==> src/rtl/vdp_irq_port.sv <==
module vdp_irq_port #(
  parameter int DW     = 8,
  parameter int ADDR_W = 14,
  parameter int NREG   = 16
) (
  input  logic              clk,
  input  logic              rst_n,
  input  logic              wr_en,
  input  logic [DW-1:0]     wr_data,
  input  logic              rd_en,
  output logic [DW-1:0]     rd_data,
  input  logic              line_evt,
  input  logic              frame_evt,
  input  logic [DW-2:0]     sts_set,
  input  logic [3:0]        cfg_idx,
  output logic [DW-1:0]     cfg_val,
  output logic [ADDR_W-1:0] vram_addr,
  output logic [1:0]        cmd_type,
  output logic              irq
);
  localparam int IW   = $clog2(NREG);
  localparam int HI_W = ADDR_W - DW;

  logic [DW-1:0] regs [NREG];
  logic [DW-2:0] sts;
  logic          line_pend, frame_pend, pend_q;
  logic          en_line, en_frame, second;
  logic [1:0]    kind;

  assign en_line  = regs[0][4];
  assign en_frame = regs[1][5];
  assign irq      = (line_pend & en_line) | (frame_pend & en_frame);
  assign rd_data  = {frame_pend, sts};
  assign cfg_val  = regs[cfg_idx[IW-1:0]];
  assign second   = pend_q & ~rd_en;
  assign kind     = wr_data[DW-1 -: 2];

  always_ff @(posedge clk) begin
    if (!rst_n) begin
      for (int i = 0; i < NREG; i++) regs[i] <= '0;
      sts        <= '0;
      line_pend  <= 1'b0;
      frame_pend <= 1'b0;
      pend_q     <= 1'b0;
      vram_addr  <= '0;
      cmd_type   <= '0;
    end else begin
      sts        <= (rd_en ? '0 : sts) | sts_set;
      line_pend  <= (line_pend & ~rd_en) | line_evt;
      frame_pend <= (frame_pend & ~rd_en) | frame_evt;
      if (wr_en) begin
        if (second) begin
          vram_addr[ADDR_W-1:DW] <= wr_data[HI_W-1:0];
          cmd_type               <= kind;
          pend_q                 <= 1'b0;
          if (kind == 2'b10) regs[wr_data[IW-1:0]] <= vram_addr[DW-1:0];
        end else begin
          vram_addr[DW-1:0] <= wr_data;
          pend_q            <= 1'b1;
        end
      end else if (rd_en) begin
        pend_q <= 1'b0;
      end
    end
  end
endmodule


==> config.mk <==
export PLATFORM = sky130hd
export DESIGN_NAME = vdp_irq_port
export DESIGN_NICKNAME = d
export VERILOG_FILES = /design/src/rtl/vdp_irq_port.sv
export SDC_FILE = /design/constraint.sdc
export NUM_CORES = 1
export LEC_CHECK = 0
export CAP_MARGIN = 40
export CORE_ASPECT_RATIO = 1.1
export CORE_MARGIN = 2
export CORE_UTILIZATION = 52
export CTS_CLUSTER_DIAMETER = 50
export DETAILED_ROUTE_END_ITERATION = 10
export PLACE_DENSITY = 0.83
export SYNTH_ARGS = -nofsm -noshare
export SYNTH_HDL_FRONTEND = slang
export SYNTH_SLANG_ARGS = --single-unit
==> constraint.sdc <==
create_clock -name clk -period 2.3 [get_ports clk]
set_input_delay 0.575 -clock clk [delete_from_list [all_inputs] [get_ports clk]]
set_output_delay 0.575 -clock clk [all_outputs]
set_load 0.02 [all_outputs]
==> metrics.md, run 1 <==
| Metric | Value |
|---|---|
| Ys Warns | 0 |
| Initial antenna violation count | 0 |
| Fin Clk Skew | 6.814 ps |
| Max VDD drop | 558.5 uV |
| Outcome | finished with violations |
| Critical path required time | 1730 ps |
| DRT iter0 DRCs | 747 |
| Syn nets | 535 |
| CTS root buf | clkbuf_16 |
| Final core utilization | 68.12% |
| Die height | 123.3 um |
| Max stage delay on crit path | 520 ps |
| Post-route ant nets | 0 |
| Post-synthesis adder-cell area fraction | 0% |
| Tot GR Track Use | 29.12% |
| Switching power total | 1.534 mW |
| P_leak | 3.142 nW |
| Pint | 5.086 mW |
| Wire length per cell | 24.20 um |
| Cell Area, Synth | 0.006726 mm^2 |
| Comb power frac | 9.9% |
| Clock share of power | 42.6% |
| Worst Hold Class | register to register |
| First-pass GRT wire length | 29730 um |
| Post-Synth Simple-Gate Area | 14.03% |
| Switching Fraction | 23.17% |
| Total number of vias | 4997 |
| Post-layout minimum cycle time | 2544 ps |
| Main combinational cell family by area after synthesis | simple AND/OR/NAND/NOR gates |
| Rel. slew slack | 65.38% |
| Clk sinks | 154 |
| Bufs on Longest Clock Path | 2 |
| Die width | 112.4 um |
| Net count reported at finish | 652 |
| Achievable frequency | 0.3930 GHz |
| CTS tree | yes |
| Post-detail-place hpwl | 11610 um |
| Placer Congestion | 0.8514 |
| Flops & latches, synth | 154 |
| Row cnt | 43 |
| Slowest cell on crit path | mux4_2 |
| Crit Path Max Fanout | 8 |
| Sequential-to-total area share from yosys stat | 64.88% |
| MaxCap Viol Count | 0 |
| Startpoint Class | input port |
| Design area | 0.008613 mm^2 |
| Post-Syn Area per Cell | 13.19 um^2 |
| CORE AREA | 0.01264 mm^2 |
| Htree depth | 4 |
| Seq. cell area | 0.004364 mm^2 |
| Hold_ws | 475.4 ps |
| Final setup vio count | 8 |
| Failing checks | negative setup slack |
| RSZ-0062 raised after global routing | yes |
| Drt first pass iters | 6 |
| Tcrit/Tclk final | 110.6% |
| Post-synthesis xor/xnor area fraction | 0% |
| Largest net degree at the start of global routing | 27 |
| Final hold violations | 0 |
| Post-synthesis compound-gate area fraction | 5.190% |
| Fillers | 749 |
| Final worst slack | -244.4 ps |
| Multiplexer share of the synthesized area | 12.39% |
| Multi-input logic area | 0.002168 mm^2 |
| DIE AREA | 0.01386 mm^2 |
| CP Cell Sequence | buf_12 -> buf_12 -> buf_12 -> mux4_2 -> a22oi_2 -> nand2_1 -> buf_6 |
| Crit path capture type | output port |
| Diodes inserted | 0 |
| Reg power frac | 47.5% |
| Cell area power density | 768.6 mW/mm^2 |
| Critical path class | input port to output port |
| Vias in the first global route | 4993 |
| Clock transition at the registers of the reported paths | 60 ps |
| Grt total ovfl | 0 |
| Placement-stage cell area | 0.007784 mm^2 |
| Vias per cell | 6.270 |
| Total CTS buffers | 17 |
| Initial Util | 53.20% |
| Distinct cell type count after synthesis | 31 |
| Endpoint arrival time on the critical path | 1970 ps |
| Area Growth Syn to Fin | 28.05% |
| DRC | 0 |
| Layout cells sized above 1 | 26.25% |
| Tot Pwr | 6.620 mW |
| Most common cell on crit path | buf_12 |
| I/O pin count | 58 |
| Gate Count Post-Synth | 510 |
| Clock Latency Late Sink | 420 ps |
| Number of port buffers | 57 |
| Total Wirelength | 19290 um |
| Fin. max-slew vios | 0 |
| Slew @ Worst Pin | 518.2 ps |
[cells by family (layout without fill, tap and decap cells)]
logic type | Yosys count | count (layout)
flops | 154 | 154
mux | 38 | 38
simple gates | 218 | 218
compound gates | 61 | 61
buf+inv | 39 | 169
[power by group through the flow]
stage / logic, mW / clock network [mW] / registers, mW
2_1_floorplan: 0.270 / 0 / 3.21
3_3_place_gp: 0.557 / 0 / 3.19
3_5_place_dp: 0.572 / 0 / 3.20
4_1_cts: 0.642 / 2.80 / 3.14
5_1_grt: 0.684 / 2.95 / 3.15
6_report: 0.654 / 2.82 / 3.14
[area by class of cell]
cell class / instances / area share [%]
Clock buffer: 23 / 6.304
Clock inverter: 9 / 0.8425
Inverter: 3 / 0.1307
Multi-Input combinational cell: 317 / 25.17
Sequential cell: 154 / 50.67
Tap cell: 157 / 2.281
Timing Repair Buffer: 134 / 14.60
[stage by stage]
stage	worst slack [ps]	setup TNS, ps	instances
floorplan	20.84	0	510
global placement	-823.6	-15420	754
detailed placement	-902.7	-21650	754
CTS	-220.3	-1385	796
global route	-276.0	-1820	797
finish	-244.4	-1497	797
[cell usage in the layout (no fill, tap or decap), types with 4 or more instances in the layout]
cell type	instances
clkbuf_16	21
mux2i_1	6
buf_6	11
mux4_2	28
o21ai_0	24
mux4_1	4
a22oi_2	14
nand2_1	42
dfxtp_1	26
nand3_1	11
nor2_1	145
buf_12	5
clkdlybuf4s50_1	44
edfxtp_1	128
buf_4	68
clkinv_4	4
nor2b_1	4
a21oi_1	20
[worst paths after layout]
path                                    start             to  slack, ps  cells after the start
worst max-delay path               cfg_idx[0]     cfg_val[0]       -240                      7
worst max register to register         pend_q     regs[2][5]        390                      5
worst min register to register  vram_addr[13]  vram_addr[13]        480                      2
worst min-delay path            vram_addr[13]  vram_addr[13]        480                      2
[cell usage after synthesis]
| library cell | instances | area share (%) |
|---|---|---|
| a21oi_1 | 20 | 1.5 |
| nand3_2 | 1 | 0.15 |
| inv_1 | 1 | 0.056 |
| nand4b_4 | 2 | 0.71 |
| o21ai_0 | 24 | 1.8 |
| a22oi_1 | 16 | 1.8 |
| or3b_2 | 1 | 0.13 |
| buf_2 | 15 | 1.1 |
| nand4_4 | 1 | 0.32 |
| nor2_1 | 146 | 8.1 |
| or2_2 | 1 | 0.093 |
| nand3b_1 | 2 | 0.22 |
| nand2_1 | 42 | 2.3 |
| mux2i_1 | 6 | 0.89 |
| clkbuf_1 | 9 | 0.50 |
| clkdlybuf4s25_2 | 3 | 0.45 |
| a22o_1 | 1 | 0.13 |
| buf_1 | 1 | 0.056 |
| nor2b_1 | 4 | 0.37 |
| nand2b_1 | 3 | 0.28 |
| nand3_1 | 11 | 0.82 |
| mux4_2 | 18 | 6.0 |
| dfxtp_1 | 26 | 7.7 |
| mux4_1 | 14 | 5.5 |
| clkinv_1 | 2 | 0.11 |
| and2b_1 | 1 | 0.11 |
| buf_4 | 2 | 0.22 |
| and4b_1 | 1 | 0.15 |
| buf_6 | 6 | 1.0 |
| edfxtp_1 | 128 | 57 |
| and2_1 | 2 | 0.19 |
[sequential cells by signal, indices dropped and copies added, names as in the netlist]
| signal | count |
|---|---|
| vram_addr | 14 |
| cmd_type | 2 |
| line_pend | 1 |
| sts | 7 |
| pend_q | 1 |
| regs | 128 |
| frame_pend | 1 |
[critical path: cells and delay by family]
kind | cells | cell delay, ps
multiplexers | 1 | 520
AND/OR/NAND/NOR | 1 | 150
buffers and inverters | 4 | 510
AO/OA/AOI/OAI | 1 | 210
[what timing repair did]
item	4_1_cts	5_1_grt
gates resized for setup	94	3
hold buffers	0	0
hold endpoints to repair	0	0
buffers inserted	8	5
pin swaps	19	9
gates cloned	2	0
setup endpoints to repair	8	9
[routing by layer]
metal | vias to the layer above | track usage [%] | part of all wire, %
li1 | 2089 | - | -
met1 | 2415 | 36.80 | 35
met2 | 436 | 48.61 | 50
met3 | 57 | 7.157 | 12
met4 | 0 | 12.42 | 3.6
met5 | - | 0 | 0
No activity file was read; power rests on OpenSTA's default activity.
==> run 2, diff against run 1 <==
SLEW_MARGIN = 30   (was default)
==> results of run 2 <==
No change in the layout: final DEF, timing and power equal those of run 1.
==> run 3, diff against run 2 <==
CTS_BUF_LIST = sky130_fd_sc_hd__clkbuf_4 sky130_fd_sc_hd__clkbuf_8 sky130_fd_sc_hd__clkbuf_16   (was default)
REMOVE_ABC_BUFFERS = 1   (was default)
SETUP_SLACK_MARGIN = 0.4   (was default)
==> metrics.md, run 3 (synthesized netlist as in run 1, its figures left out) <==
| Metric | Value |
|---|---|
| Worst Reg-to-Reg Cells | 5 (unchanged) |
| Post-layout minimum cycle time | 2524 ps (was 2544 ps) |
| Worst R2R End | regs[2][5] (unchanged) |
| Endpoint arrival time on the critical path | 1950 ps (was 1970 ps) |
| Area Growth Syn to Fin | 28.11% (was 28.05%) |
| Tcrit/Tclk final | 109.7% (was 110.6%) |
| I/O pin count | 58 (unchanged) |
| Setup TNS | -1068 ps (was -1497 ps) |
| Fin Clk Skew | 8.769 ps (was 6.814 ps) |
| Slowest cell on crit path | mux4_2 (unchanged) |
| CTS root buf | clkbuf_16 (unchanged) |
| First-pass GRT wire length | 28160 um (was 29730 um) |
| # hold bufs at CTS | 0 (unchanged) |
| CTS tree | yes (unchanged) |
| Vias per cell | 6.135 (was 6.270) |
| Tot GR Track Use | 27.75% (was 29.12%) |
| Diodes inserted | 0 (unchanged) |
| Initial Util | 53.20% (unchanged) |
| Critical path class | input port to output port (unchanged) |
| Total CTS buffers | 17 (unchanged) |
| Total Wirelength | 18510 um (was 19290 um) |
| Cell area power density | 770.9 mW/mm^2 (was 768.6 mW/mm^2) |
| Vias in the first global route | 4950 (was 4993) |
| Clock transition at the registers of the reported paths | 60 ps (about the same) |
| Worst Setup SP | cfg_idx[0] (unchanged) |
| Crit Path Max Fanout | 6 (was 8) |
| Outcome | finished with violations (unchanged) |
| Initial antenna violation count | 0 (unchanged) |
| Critical path required time | 1730 ps (about the same) |
| Critical Path End | cfg_val[5] (was cfg_val[0]) |
| Row cnt | 43 (unchanged) |
| Final hold violations | 0 (unchanged) |
| P_leak | 3.258 nW (was 3.142 nW) |
| Clock Latency Late Sink | 420 ps (about the same) |
| DIE AREA | 0.01386 mm^2 (unchanged) |
| Final core utilization | 68.15% (was 68.12%) |
| Most common cell on crit path | buf_6 (was buf_12) |
| Commonest non-fill, non-tap cell in the layout | nor2_1 (unchanged) |
| Clk sinks | 154 (unchanged) |
| Crit path capture type | output port (unchanged) |
| Post-detail-place hpwl | 10930 um (was 11610 um) |
| Failing checks | negative setup slack (unchanged) |
| Rel. slew slack | 67.00% (was 65.38%) |
| Layout cells sized above 1 | 26.07% (was 26.25%) |
| Number of port buffers | 57 (unchanged) |
| Reg with most FFs | regs (unchanged) |
| CP Cell Sequence | buf_16 -> buf_12 -> buf_6 -> mux4_2 -> a22oi_2 -> nand2_2 -> buf_6 (was buf_12 -> buf_12 -> buf_12 -> mux4_2 -> a22oi_2 -> nand2_1 -> buf_6) |
| Post-route ant nets | 0 (unchanged) |
| Max VDD drop | 427.0 uV (was 558.5 uV) |
| Htree depth | 4 (unchanged) |
| Wire length per cell | 23.54 um (was 24.20 um) |
| Net count reported at finish | 641 (was 652) |
| DRT iter0 DRCs | 684 (was 747) |
| DRC | 0 (unchanged) |
| Drt first pass iters | 5 (was 6) |
| Startpoint Class | input port (unchanged) |
| Final setup vio count | 8 (unchanged) |
| Largest regs | regs x128, vram_addr x14, sts x7 (unchanged) |
| CORE AREA | 0.01264 mm^2 (unchanged) |
| Reg2reg start | pend_q (unchanged) |
| Fin. max-slew vios | 0 (unchanged) |
| Bufs on Longest Clock Path | 2 (unchanged) |
| Total number of vias | 4822 (was 4997) |
| MaxCap Viol Count | 0 (unchanged) |
| Final worst slack | -223.5 ps (was -244.4 ps) |
| RSZ-0062 raised after global routing | yes (unchanged) |
| Max stage delay on crit path | 530 ps (was 520 ps) |
| Die width | 112.4 um (unchanged) |
| Grt total ovfl | 0 (unchanged) |
| Achievable frequency | 0.3963 GHz (was 0.3930 GHz) |
| Commonest cells after routing, fill and taps aside | nor2_1 (145), edfxtp_1 (128), buf_4 (48), nand2_1 (41) (was nor2_1 (145), edfxtp_1 (128), buf_4 (68), clkdlybuf4s50_1 (44), nand2_1 (42)) |
| Largest net degree at the start of global routing | 27 (unchanged) |
| Die height | 123.3 um (unchanged) |
| Worst Hold Class | register to register (unchanged) |
| Max FFs per register | 128 (unchanged) |
| R2R Setup Slk | 690 ps (was 390 ps) |
| Slew @ Worst Pin | 493.5 ps (was 518.2 ps) |
| Placer Congestion | 0.8045 (was 0.8514) |
run 3: layout make-up:
type | count | area, um^2
multi-input combinational | 317 | 2198
timing repair buffer | 123 | 1242
inverter | 3 | 11.26
sequential | 154 | 4364
clock inverter | 14 | 171.4
clock buffer | 18 | 432.9
fill | 842 | 4026
tap | 157 | 196.4
run 3: worst min path at each step:
| stage | end | depth (start not counted) | startpoint | slack (ps) |
|---|---|---|---|---|
| after floorplan | line_pend | 2 | line_pend | 460 |
| after global placement | vram_addr[12] | 2 | vram_addr[12] | 450 |
| after detailed placement | vram_addr[13] | 2 | vram_addr[13] | 460 |
| after CTS | vram_addr[13] | 2 | vram_addr[13] | 470 |
| after global routing | vram_addr[13] | 2 | vram_addr[13] | 490 |
| final | vram_addr[13] | 2 | vram_addr[13] | 470 |
run 3: critical path: cells and delay by family:
kind                   cells  cell delay [ps]
AOI/OAI and AO/OA          1              230
and+or+nand+nor            1              110
muxes                      1              530
buffers and inverters      4              500
run 3: layer usage:
layer	GRT usage [%]	wire [um]	part of all wire, %	vias to the layer above
met3	7.108	1898	10	45
met5	0	0	0	-
met4	9.832	521	2.8	0
met2	47.03	9371	51	322
li1	-	-	-	2072
met1	35.13	6713	36	2383
run 3: power breakdown:
part	switching [mW]	internal, mW
Clock	1.14	1.72
Sequential	0.0389	3.10
Combinational	0.350	0.291
Total	1.53	5.12
run 3: through the flow:
step | area, um^2 | hold WS (ps) | total power [mW] | setup WS [ps] | cells
after floorplan | 6501 | 456.5 | 3.440 | -869.5 | 474
after global placement | 7746 | 451.7 | 3.747 | -883.4 | 744
after detailed placement | 7746 | 458.0 | 3.768 | -877.8 | 744
after CTS | 8538 | 466.4 | 6.633 | -153.2 | 785
after global routing | 8617 | 494.5 | 6.829 | -206.0 | 786
final | 8617 | 465.6 | 6.643 | -223.5 | 786
run 3: what timing repair did:
item	4_1_cts	5_1_grt
pin swaps	8	4
endpoints found under the setup margin	178	158
buffers inserted	4	1
cloned	5	0
gates resized for setup	128	24
